<file path="src/rtl/mec_pkg.sv">
package mec_pkg;

    localparam int unsigned SCISSOR_W = 12;
    localparam int unsigned MF_W      = 16;

    // Upper-nibble index of an indexed limit write; same values select readback.
    typedef enum logic [3:0] {
        LIM_NONE   = 4'd0,
        LIM_TOP    = 4'd1,
        LIM_LEFT   = 4'd2,
        LIM_BOTTOM = 4'd3,
        LIM_RIGHT  = 4'd4
    } lim_idx_e;

    typedef struct packed {
        logic [SCISSOR_W-1:0] top;
        logic [SCISSOR_W-1:0] left;
        logic [SCISSOR_W-1:0] bottom;
        logic [SCISSOR_W-1:0] right;
    } scissor_t;

endpackage

</file>
<file path="src/rtl/mec_scissor_regs.sv">
module mec_scissor_regs
    import mec_pkg::*;
(
    input  logic            clk,
    input  logic            rst_n,
    input  logic            wr,
    input  logic [MF_W-1:0] wdata,
    input  logic [2:0]      rsel,
    output logic [MF_W-1:0] rdata,
    output scissor_t        win
);

    localparam int unsigned PAD_W = MF_W - SCISSOR_W;

    scissor_t win_d, win_q;

    always_comb begin
        win_d = win_q;
        if (wr) begin
            case (wdata[MF_W-1:SCISSOR_W])
                LIM_TOP:    win_d.top    = wdata[SCISSOR_W-1:0];
                LIM_LEFT:   win_d.left   = wdata[SCISSOR_W-1:0];
                LIM_BOTTOM: win_d.bottom = wdata[SCISSOR_W-1:0];
                LIM_RIGHT:  win_d.right  = wdata[SCISSOR_W-1:0];
                default:    win_d        = win_q;
            endcase
        end
    end

    always_ff @(posedge clk or negedge rst_n) begin
        if (!rst_n) begin
            win_q.top    <= '0;
            win_q.left   <= '0;
            win_q.bottom <= '1;
            win_q.right  <= '1;
        end else begin
            win_q <= win_d;
        end
    end

    always_comb begin
        case ({1'b0, rsel})
            LIM_TOP:    rdata = {{PAD_W{1'b0}}, win_q.top};
            LIM_LEFT:   rdata = {{PAD_W{1'b0}}, win_q.left};
            LIM_BOTTOM: rdata = {{PAD_W{1'b0}}, win_q.bottom};
            LIM_RIGHT:  rdata = {{PAD_W{1'b0}}, win_q.right};
            default:    rdata = '0;
        endcase
    end

    assign win = win_q;

endmodule

</file>
<file path="src/rtl/mec_byte_swap.sv">
module mec_byte_swap #(
    parameter int unsigned WORD_W = 32
) (
    input  logic              en,
    input  logic [WORD_W-1:0] din,
    output logic [WORD_W-1:0] dout
);

    localparam int unsigned HALF_W = 16;
    localparam int unsigned HALVES = WORD_W / HALF_W;

    for (genvar h = 0; h < HALVES; h++) begin : g_half
        localparam int unsigned LO = h * HALF_W;
        always_comb begin
            if (en) begin
                dout[LO +: 8]     = din[LO + 8 +: 8];
                dout[LO + 8 +: 8] = din[LO +: 8];
            end else begin
                dout[LO +: HALF_W] = din[LO +: HALF_W];
            end
        end
    end

endmodule

</file>
<file path="src/rtl/mec_clip_test.sv">
module mec_clip_test
    import mec_pkg::*;
#(
    parameter int unsigned XW = 14
) (
    input  logic signed [XW-1:0] x,
    input  logic signed [XW-1:0] y,
    input  scissor_t             win,
    output logic                 visible
);

    localparam int unsigned PAD_W = XW - SCISSOR_W;
    localparam logic signed [XW-1:0] ZERO = '0;

    logic signed [XW-1:0] lim_l, lim_r, lim_t, lim_b;
    logic                 nonneg, in_x, in_y;

    always_comb begin
        lim_l  = $signed({{PAD_W{1'b0}}, win.left});
        lim_r  = $signed({{PAD_W{1'b0}}, win.right});
        lim_t  = $signed({{PAD_W{1'b0}}, win.top});
        lim_b  = $signed({{PAD_W{1'b0}}, win.bottom});
        nonneg = (x >= ZERO) && (y >= ZERO);
        in_x   = (x >= lim_l) && (x <= lim_r);
        in_y   = (y >= lim_t) && (y <= lim_b);
        visible = nonneg && in_x && in_y;
    end

endmodule

</file>
<file path="src/rtl/mono_expand_clip.sv">
module mono_expand_clip
    import mec_pkg::*;
#(
    parameter int unsigned WORD_W  = 32,
    parameter int unsigned COORD_W = 12,
    parameter int unsigned ADDR_W  = 20
) (
    input  logic                      clk,
    input  logic                      rst_n,
    input  logic                      mf_wr,
    input  logic [15:0]               mf_wdata,
    input  logic [2:0]                mf_rsel,
    output logic [15:0]               mf_rdata,
    input  logic                      start,
    input  logic                      cmd_swap,
    input  logic signed [COORD_W:0]   org_x,
    input  logic signed [COORD_W:0]   org_y,
    input  logic [COORD_W-1:0]        span_w,
    input  logic [COORD_W-1:0]        span_h,
    input  logic [ADDR_W-1:0]         base_addr,
    input  logic [ADDR_W-1:0]         row_pitch,
    input  logic                      word_valid,
    input  logic [WORD_W-1:0]         word_data,
    output logic                      word_ready,
    output logic                      busy,
    output logic                      px_slot,
    output logic                      px_req,
    output logic                      px_fg,
    output logic [ADDR_W-1:0]         px_addr
);

    localparam int unsigned XW    = COORD_W + 2;
    localparam int unsigned BIT_W = (WORD_W > 1) ? $clog2(WORD_W) : 1;
    localparam logic [BIT_W-1:0]     TOP_BIT = BIT_W'(WORD_W - 1);
    localparam logic signed [XW-1:0] X_ONE   = XW'(1);
    localparam logic [COORD_W-1:0]   C_ONE   = COORD_W'(1);
    localparam logic [ADDR_W-1:0]    A_ONE   = ADDR_W'(1);

    typedef struct packed {
        logic                   busy;
        logic                   loaded;
        logic                   swap;
        logic [WORD_W-1:0]      bits;
        logic [BIT_W-1:0]       idx;
        logic signed [XW-1:0]   x0;
        logic signed [XW-1:0]   x;
        logic signed [XW-1:0]   y;
        logic [COORD_W-1:0]     w;
        logic [COORD_W-1:0]     h;
        logic [COORD_W-1:0]     col;
        logic [COORD_W-1:0]     row;
        logic [ADDR_W-1:0]      pitch;
        logic [ADDR_W-1:0]      row_addr;
        logic [ADDR_W-1:0]      addr;
    } walk_t;

    walk_t st_d, st_q;

    scissor_t          win;
    logic [WORD_W-1:0] word_ordered;
    logic              visible;
    logic              last_col, last_row, last_bit;

    // Internal views for the bound checker.
    logic signed [XW-1:0] cur_x, cur_y;
    logic [COORD_W-1:0]   cur_col;

    mec_scissor_regs u_limits (
        .clk   (clk),
        .rst_n (rst_n),
        .wr    (mf_wr),
        .wdata (mf_wdata),
        .rsel  (mf_rsel),
        .rdata (mf_rdata),
        .win   (win)
    );

    mec_byte_swap #(.WORD_W(WORD_W)) u_swap (
        .en   (st_q.swap),
        .din  (word_data),
        .dout (word_ordered)
    );

    mec_clip_test #(.XW(XW)) u_clip (
        .x       (st_q.x),
        .y       (st_q.y),
        .win     (win),
        .visible (visible)
    );

    always_comb begin
        st_d     = st_q;
        last_col = (st_q.col == st_q.w);
        last_row = (st_q.row == st_q.h);
        last_bit = (st_q.idx == '0);

        if (!st_q.busy) begin
            if (start) begin
                st_d.busy     = 1'b1;
                st_d.loaded   = 1'b0;
                st_d.swap     = cmd_swap;
                st_d.x0       = {org_x[COORD_W], org_x};
                st_d.x        = {org_x[COORD_W], org_x};
                st_d.y        = {org_y[COORD_W], org_y};
                st_d.w        = span_w;
                st_d.h        = span_h;
                st_d.col      = '0;
                st_d.row      = '0;
                st_d.pitch    = row_pitch;
                st_d.row_addr = base_addr;
                st_d.addr     = base_addr;
            end
        end else if (!st_q.loaded) begin
            if (word_valid) begin
                st_d.loaded = 1'b1;
                st_d.bits   = word_ordered;
                st_d.idx    = TOP_BIT;
            end
        end else begin
            if (last_bit) begin
                st_d.loaded = 1'b0;
            end else begin
                st_d.idx = st_q.idx - 1'b1;
            end
            if (last_col) begin
                st_d.col      = '0;
                st_d.x        = st_q.x0;
                st_d.y        = st_q.y + X_ONE;
                st_d.row      = st_q.row + C_ONE;
                st_d.row_addr = st_q.row_addr + st_q.pitch;
                st_d.addr     = st_q.row_addr + st_q.pitch;
                if (last_row) begin
                    st_d.busy   = 1'b0;
                    st_d.loaded = 1'b0;
                end
            end else begin
                st_d.col  = st_q.col + C_ONE;
                st_d.x    = st_q.x + X_ONE;
                st_d.addr = st_q.addr + A_ONE;
            end
        end
    end

    always_ff @(posedge clk or negedge rst_n) begin
        if (!rst_n) begin
            st_q <= '0;
        end else begin
            st_q <= st_d;
        end
    end

    assign busy       = st_q.busy;
    assign word_ready = st_q.busy && !st_q.loaded;
    assign px_slot    = st_q.busy && st_q.loaded;
    assign px_req     = px_slot && visible;
    assign px_fg      = st_q.bits[st_q.idx];
    assign px_addr    = st_q.addr;

    assign cur_x   = st_q.x;
    assign cur_y   = st_q.y;
    assign cur_col = st_q.col;

endmodule

</file>
<file path="config.mk">
export PLATFORM = sky130hd
export DESIGN_NAME = mono_expand_clip
export DESIGN_NICKNAME = d
export VERILOG_FILES = /design/src/rtl/mec_pkg.sv /design/src/rtl/mec_scissor_regs.sv /design/src/rtl/mec_byte_swap.sv /design/src/rtl/mec_clip_test.sv /design/src/rtl/mono_expand_clip.sv
export SDC_FILE = /design/constraint.sdc
export NUM_CORES = 1
export LEC_CHECK = 0
export ABC_AREA = 1
export CAP_MARGIN = 20
export CORE_AREA = 2 2 177 161
export CTS_CLUSTER_DIAMETER = 120
export DETAILED_ROUTE_END_ITERATION = 12
export DIE_AREA = 0 0 179 163
export GPL_ROUTABILITY_DRIVEN = 1
export GPL_TIMING_DRIVEN = 0
export PLACE_DENSITY = 0.84
export SYNTH_ARGS = -nofsm -noshare
export SYNTH_HDL_FRONTEND = slang
export SYNTH_HIERARCHICAL = 1
export SYNTH_SLANG_ARGS = --single-unit
</file>
<file path="constraint.sdc">
create_clock -name clk -period 2.3 [get_ports clk]
set_input_delay 0.46 -clock clk [delete_from_list [all_inputs] [get_ports clk]]
set_output_delay 0.46 -clock clk [all_outputs]
set_load 0.05 [all_outputs]
</file>
==> summary.md, run 1 <==
| Metric | Value |
|---|---|
| Place WS | -0.9811 ns |
| Final WS setup | -0.7792 ns |
| Total global routing overflow | 0 |
| Die area | 29,180 µm² |
| R2r setup slk | 0.11 ns |
| RSZ-0062 raised after global routing | true |
| Setup crit end | px_req |
| I/O Pins | 188 |
| Synth area leaders | dfrtp_1 35%, nand2_1 18%, ha_1 5.9% |
| VDD IR max | 952.8 µV |
| Chip width | 179 µm |
| CP max-delay cell | dfstp_2 |
| Drt total wl | 49,920 µm |
| Metal2 WL | roughly 22,000 µm |
| Max cap viols | 0 |
| Critical path class | register to output pin |
| M1 WL | 20,480 µm |
| Top FF cell, synth | dfrtp_1 |
| Power Dens Cells | between 900 and 1000 nW/µm² |
| Post-synth cell types | 60 |
| H-tree depth | 1 |
| Cell Area, Placed | 17,730 µm² |
| Core area | 27,500 µm² |
| Tcrit/Tclk final | 1.339 |
| Drt pass-1 iters | 5 |
| Mapped Area | ~15,000 µm² |
| CP Max Fanout | 2 |
| CP endpoint kind | output pin |
| Largest net degree at the start of global routing | 106 |
| Row cnt | 58 |
| Number of antenna-violating nets in the routed design | 0 |
| Avg Vias per Cell | between 5 and 6 |
| Relative slew slack | 0.4150 |
| CTS buffer count | 27 |
| Nature of the critical path startpoint | register |
| Least-Margin Pin Slew | 0.8775 ns |
| Detailed-route via count | between 15k and 20k |
| Routed wire per std cell | 18.19 µm |
| Violated checks | setup timing |
| Net count, final | 2,585 |
| CP required | 1.84 ns |
| Post-Syn Instances | approximately 2.1k |
| Top sig layer | met4 |
| GP Congestion | between 0.9 and 1 |
| Area Growth Syn to Fin | 25.03% |
| Initial core utilization | 0.5595 |
| GR Util All Layers | 0.3426 |
| CTS Root Cell | clkbuf_16 |
| CTS max path bufs | 3 |
| Worst Hold Class | input pin to async pin |
| Initial antenna violation count | 1 |
| Worst skew pair latency | 0.57 ns |
| Top cell type by total area after synthesis | dfrtp_1 |
| TritonCTS clock tree | built |
| Reg2reg start | busy |
| Diode count | 0 |
| Post-synthesis sequential area ratio | 0.3873 |
| Final Hold Viols | 0 |
| RR Endpoint | st_q[21] |
| DP HPWL | 36,380 µm |
| DR WL met3 | 5463 µm |
| Status | finished with violations |
| Yosys Warn Count | 6 |
| Final min period | 3.079 ns |
| Critical Path Start | u_limits/win[21] |
| Worst-case reg-to-reg path depth | 6 |
| Final slew viol count | 0 |
| Share of layout cells above drive strength 1 | 0.1346 |
| Crit-path max cell delay | approximately 0.56 ns |
| Clock Pin Slew Worst Setup and Hold Paths | around 0.060 ns |
| DR iter-0 viols | between 1.5k and 2k |
| Input/output buffers | 181 |
| # DRC | 0 |
| Critical Path AT | 2.62 ns |
| Post-route cell area | 19,240 µm² |
| Worst Clk Skew | 0.01692 ns |
| Number of flops mapped to enable cells by yosys | 0 |
| Setup-failing EPs final | 2 |
| #FFs+latches synth | 237 |
| Sink Count | 237 |
| Yosys top cell area share | 0.3464 |
| Cell Chain, Critical Path | inv_2 > ha_4 > nand2_2 > inv_2 > nand3_2 > nor2_4 > nand4_1 > nand2_2 > nand3_4 > nor2_4 > inv_2 > nor2_4 > buf_8 |
| Lkg Pwr | 9.545 nW |
| Number of global-route vias before repair | 14.94k |
| Avg Cell Area, Syn | 7.252 µm² |
| Die Ht | 163 µm |
| Fmax | 324.8 MHz |
| Setup TNS | -1.118 ns |
| First-pass GRT wire length | 77,640 µm |
| Asr flop ratio synth | 1.000 |
==> synth_stat cells, types with 4 or more instances <==
master,number
nand3b_1,7
nand3_2,8
clkinv_1,4
xnor2_1,22
nor2_4,4
inv_2,8
ha_1,73
o221ai_1,4
dfstp_2,24
nand3_1,101
nand2_2,15
nor2_1,166
nor2_2,6
nor3_1,18
o31ai_1,5
buf_1,9
o22ai_1,13
clkbuf_1,30
nand4_1,62
o21ai_0,77
xor2_1,38
or2_2,8
o21ai_1,49
nor4_1,5
a21oi_1,74
buf_6,8
nand2_1,726
buf_4,31
dfrtp_1,213
o21bai_1,6
a31oi_1,13
o21ai_2,6
buf_2,26
o211ai_1,9
a21oi_2,7
inv_1,211
==> how the worst min path moves through the flow <==
stage	cells after the start	end	start
after floorplan	0	busy	rst_n
after global placement	2	st_q[176]	st_q[176]
after detailed placement	1	st_q[45]	rst_n
after CTS	2	st_q[45]	rst_n
after global routing	2	st_q[45]	rst_n
final	2	st_q[45]	rst_n
==> routing by layer <==
| layer | vias up | GRT usage |
|---|---|---|
| li1 | 7295 | - |
| met1 | 7190 | 0.4669 |
| met2 | 831 | 0.5411 |
| met3 | 124 | 0.07820 |
| met4 | 0 | 0.1112 |
| met5 | - | 0 |
==> flip-flops by register name, indices dropped and copies added, names as in the netlist <==
signal / cells
busy: 1
st_q: 128
cur_y: 14
cur_col: 12
px_addr: 20
cur_x: 14
u_limits/win: 48
==> critical path: cells and delay by family, from the launching register on <==
kind | cells | cell delay, ns
flops | 1 | 0.56
fa+ha+maj | 1 | 0.27
buf+inv | 4 | 0.35
simple gates | 8 | 0.87
==> placed cells by master (no fill, tap or decap), drive strengths merged, types with 22 or more instances in the layout <==
cell / instances
o21ai: 132
xnor2: 22
inv: 222
dfstp: 24
nand2: 744
clkdlybuf4s50: 143
nor2: 177
clkbuf: 78
ha: 73
a21oi: 81
dfrtp: 213
xor2: 38
nand3: 109
buf: 114
nand4: 62
==> area by class of cell <==
type,count,area (µm²)
clock buffers,41,798.3
repair inverters,1,8.758
repair buffers,211,2077
well taps,360,450.4
multi-input cells,1555,8205
inverters,224,865.8
flip-flops and latches,237,5963
plain buffers,107,728.2
fillers,2192,8264
clock inverters,9,142.6
==> cell families after synthesis <==
| kind of cell | after synthesis | synth area share |
|---|---|---|
| and+or+nand+nor | 1137 | 0.3148 |
| buffers and inverters | 333 | 0.09903 |
| AOI/OAI and AO/OA | 280 | 0.1037 |
| DFF | 237 | 0.3873 |
| adders and majority gates | 74 | 0.06066 |
| xor gates and xnor gates | 60 | 0.03415 |
| other | 1 | 0.0002437 |
==> metrics by stage <==
stage / utilization / hold slack, ns / power (mW) / instances
CTS: 0.6914 / 0.4076 / 18.58 / 2736
floorplan: - / 0.1644 / 11.39 / 2125
finish: 0.6995 / 0.3935 / 19.03 / 2745
global placement: 0.6425 / 0.4574 / 13.41 / 2666
global route: 0.6995 / 0.4443 / 20.18 / 2745
detailed placement: 0.6447 / 0.3864 / 13.67 / 2668
==> what timing repair did <==
action / in CTS / in global routing
hold endpoints to repair: 33 / 0
cloned: 2 / 1
setup buffers: 17 / 9
endpoints found under the setup margin: 66 / 57
pin swaps: 23 / 19
gates resized for setup: 154 / 67
hold buffers: 1 / 0
==> power breakdown <==
part / internal (mW) / switching, mW / total, mW
Clock: 2.74 / 1.82 / 4.56
Combinational: 3.19 / 4.74 / 7.93
Sequential: 5.32 / 1.22 / 6.54
Total: 11.3 / 7.78 / 19.0
No activity file was read; power rests on OpenSTA's default activity.
==> run 2, diff against run 1 <==
--- a/config.mk
+++ b/config.mk
@@ -14,6 +14,7 @@
 export GPL_ROUTABILITY_DRIVEN = 1
 export GPL_TIMING_DRIVEN = 0
 export PLACE_DENSITY = 0.84
+export SKIP_CTS_REPAIR_TIMING = 1
 export SYNTH_ARGS = -nofsm -noshare
 export SYNTH_HDL_FRONTEND = slang
 export SYNTH_HIERARCHICAL = 1
==> summary.md, run 2 (synthesis results as in run 1) <==
| Metric | Value |
|---|---|
| Status | finished with violations |
| Violated checks | setup timing |
| Largest Register | st_q |
| Least-Margin Pin Slew | 0.8862 ns |
| DR iter-0 viols | 1,524 |
| Met3 Use GR | 0.07610 |
| Worst skew pair latency | 0.56 ns |
| Commonest non-fill, non-tap cell in the layout | nand2_1 |
| Logic pwr share | 0.409 |
| Flop pwr share | 0.348 |
| Input/output buffers | 181 |
| Tcrit/Tclk final | 1.328 |
| Chip width | 179 µm |
| Final WS setup | -0.7545 ns |
| Max reg flops | 128 |
| RSZ-0062 raised after global routing | true |
| Fin cells | 2,736 |
| Worst Clk Skew | 0.01769 ns |
| Number of antenna-violating nets in the routed design | 0 |
| Routed wire per std cell | 17.98 µm |
| Final min period | just over 3 ns |
| VDD IR max | between 900 and 1000 µV |
| Share of layout cells above drive strength 1 | 0.1237 |
| Pwr Total | around 19 mW |
| Register area | 5963 µm² |
| DP HPWL | 36,380 µm |
| Power Dens Cells | between 900 and 1000 nW/µm² |
| Critical path class | register to output pin |
| P_sw | approximately 7.6 mW |
| Max cap viols | 0 |
| Number of global-route vias before repair | 14.63k |
| Initial core utilization | 0.5595 |
| Relative slew slack | 0.4092 |
| Core area | 27,500 µm² |
| Die Ht | 163 µm |
| Lkg Pwr | 9.565 nW |
| Initial antenna violation count | 2 |
| Net count, final | 2,576 |
| Avg Vias per Cell | around 5.6 |
| CP endpoint kind | output pin |
| Placed insts | 2,668 |
| Final slew viol count | 0 |
| CTS max path bufs | 3 |
| GP Congestion | slightly below 1 |
| Critical Path AT | 2.59 ns |
| First-pass GRT wire length | 76,290 µm |
| H-tree depth | 1 |
| Largest net degree at the start of global routing | 106 |
| Fmax | 327.4 MHz |
| GR Util met1 | 0.4620 |
| M2 GR Usage | 0.5313 |
| Detailed-route via count | 15.42k |
| CP Max Fanout | 3 |
| Final Hold Viols | 0 |
| Power Internal | 11.16 mW |
| # DRC | 0 |
| Clock Pin Slew Worst Setup and Hold Paths | around 0.060 ns |
| Multi-input logic area | 8120 µm² |
| Total global routing overflow | 0 |
| CP required | roughly 1.8 ns |
| TritonCTS clock tree | built |
| Row cnt | a little under 60 |
| Area Growth Syn to Fin | 23.85% |
| CTS Root Cell | clkbuf_16 |
| I/O Pins | 188 |
| CTS buffer count | 27 |
| Sw Share | 0.4050 |
| Worst Hold Class | input pin to async pin |
| Most frequent cells in the layout | 722 x nand2_1, 211 x dfrtp_1, 207 x inv_1, 159 x nor2_1, 143 x clkdlybuf4s50_1 |
| Drt pass-1 iters | 6 |
| Filler cells | 2,240 |
| Most Used Layer, Global Route | met2 |
| Diode count | 0 |
| Setup-failing EPs final | 2 |
| Clock power frac | 0.243 |
| Sink Count | 237 |
| Nature of the critical path startpoint | register |
| Drt total wl | 49,190 µm |
| GR Util All Layers | 0.3368 |
| Die area | 29,180 µm² |
-- run 2: cell count changes in the layout (fill, tap and decap cells not counted), moves of 4 or more --
| cell | change |
|---|---|
| nor2_1 | +4 |
| dlygate4sd2_1 | -19 |
| clkbuf_2 | +12 |
| buf_4 | -8 |
| ha_1 | +4 |
| buf_6 | -4 |
| dlymetal6s2s_1 | +20 |
| nor2_2 | -4 |
| ha_4 | -4 |
| o21ai_0 | +4 |
-- run 2: critical path, stage by stage, from the launching register on --
cell and delay (ns):
dfstp_2 0.58, inv_2 0.06, ha_4 0.26, nand2_2 0.04, inv_2 0.06, nand3_2 0.08, nor2_4 0.13, nand4_1 0.11
nand2_2 0.14, nand3_4 0.11, nor2_4 0.11, inv_2 0.05, nor2_4 0.13, buf_8 0.17
-- run 2: area by class of cell --
cell class / count / area share
Clock buffer: 41 / 0.04189
Sequential cell: 237 / 0.3129
Tap cell: 360 / 0.02363
Buffer: 108 / 0.03690
Multi-Input combinational cell: 1555 / 0.4261
Clock inverter: 9 / 0.007484
Timing Repair Buffer: 202 / 0.1062
Inverter: 224 / 0.04491
-- run 2: layer usage --
metal | share of wire | routed length (µm)
met1 | 0.42 | 20500
met2 | 0.45 | 22060
met3 | 0.11 | 5174
met4 | 0.029 | 1447
met5 | 0.00026 | 13
-- run 2: stage by stage --
step | instance area (µm²) | setup slack, ns | utilization | TNS [ns] | hold slack (ns)
2_1_floorplan | 15410 | 0.09003 | - | 0 | 0.1644
3_3_place_gp | 17670 | -9.169 | 0.6425 | -2155.02 | 0.4574
3_5_place_dp | 17730 | -0.9811 | 0.6447 | -60.14 | 0.3864
4_1_cts | 18670 | -1.570 | 0.6789 | -15.14 | -0.1856
5_1_grt | 19060 | -0.8366 | 0.6929 | -1.326 | 0.4443
6_report | 19060 | -0.7545 | 0.6929 | -1.143 | 0.4011
-- run 2: power groups by stage --
stage / sequential (mW) / clock, mW / combinational [mW]
floorplan: 6.11 / 0 / 5.28
global placement: 6.45 / 0 / 6.96
detailed placement: 6.49 / 0 / 7.19
CTS: 6.44 / 4.56 / 7.28
global route: 6.67 / 4.73 / 8.54
finish: 6.54 / 4.55 / 7.67
-- run 2: path summary, 6_finish.rpt --
check / from / to / slack [ns] / depth (start not counted)
hold / removal: rst_n / st_q[45] / 0.40 / 2
min in group clk: span_h[11] / st_q[95] / 0.43 / 3
max in group asynchronous: rst_n / st_q[183] / 1.04 / 3
setup / recovery: u_limits/win[21] / px_req / -0.75 / 13
setup reg to reg: busy / st_q[21] / 0.04 / 6
hold reg to reg: st_q[138] / st_q[138] / 0.48 / 2
==> run 3, diff against run 2 <==
--- a/config.mk
+++ b/config.mk
@@ -6,7 +6,7 @@
 export NUM_CORES = 1
 export LEC_CHECK = 0
 export ABC_AREA = 1
-export CAP_MARGIN = 20
+export CAP_MARGIN = 5
 export CORE_AREA = 2 2 177 161
 export CTS_CLUSTER_DIAMETER = 120
 export DETAILED_ROUTE_END_ITERATION = 12
==> results of run 3 <==
Same layout as run 2: the final DEF is identical, and so are final timing and power.
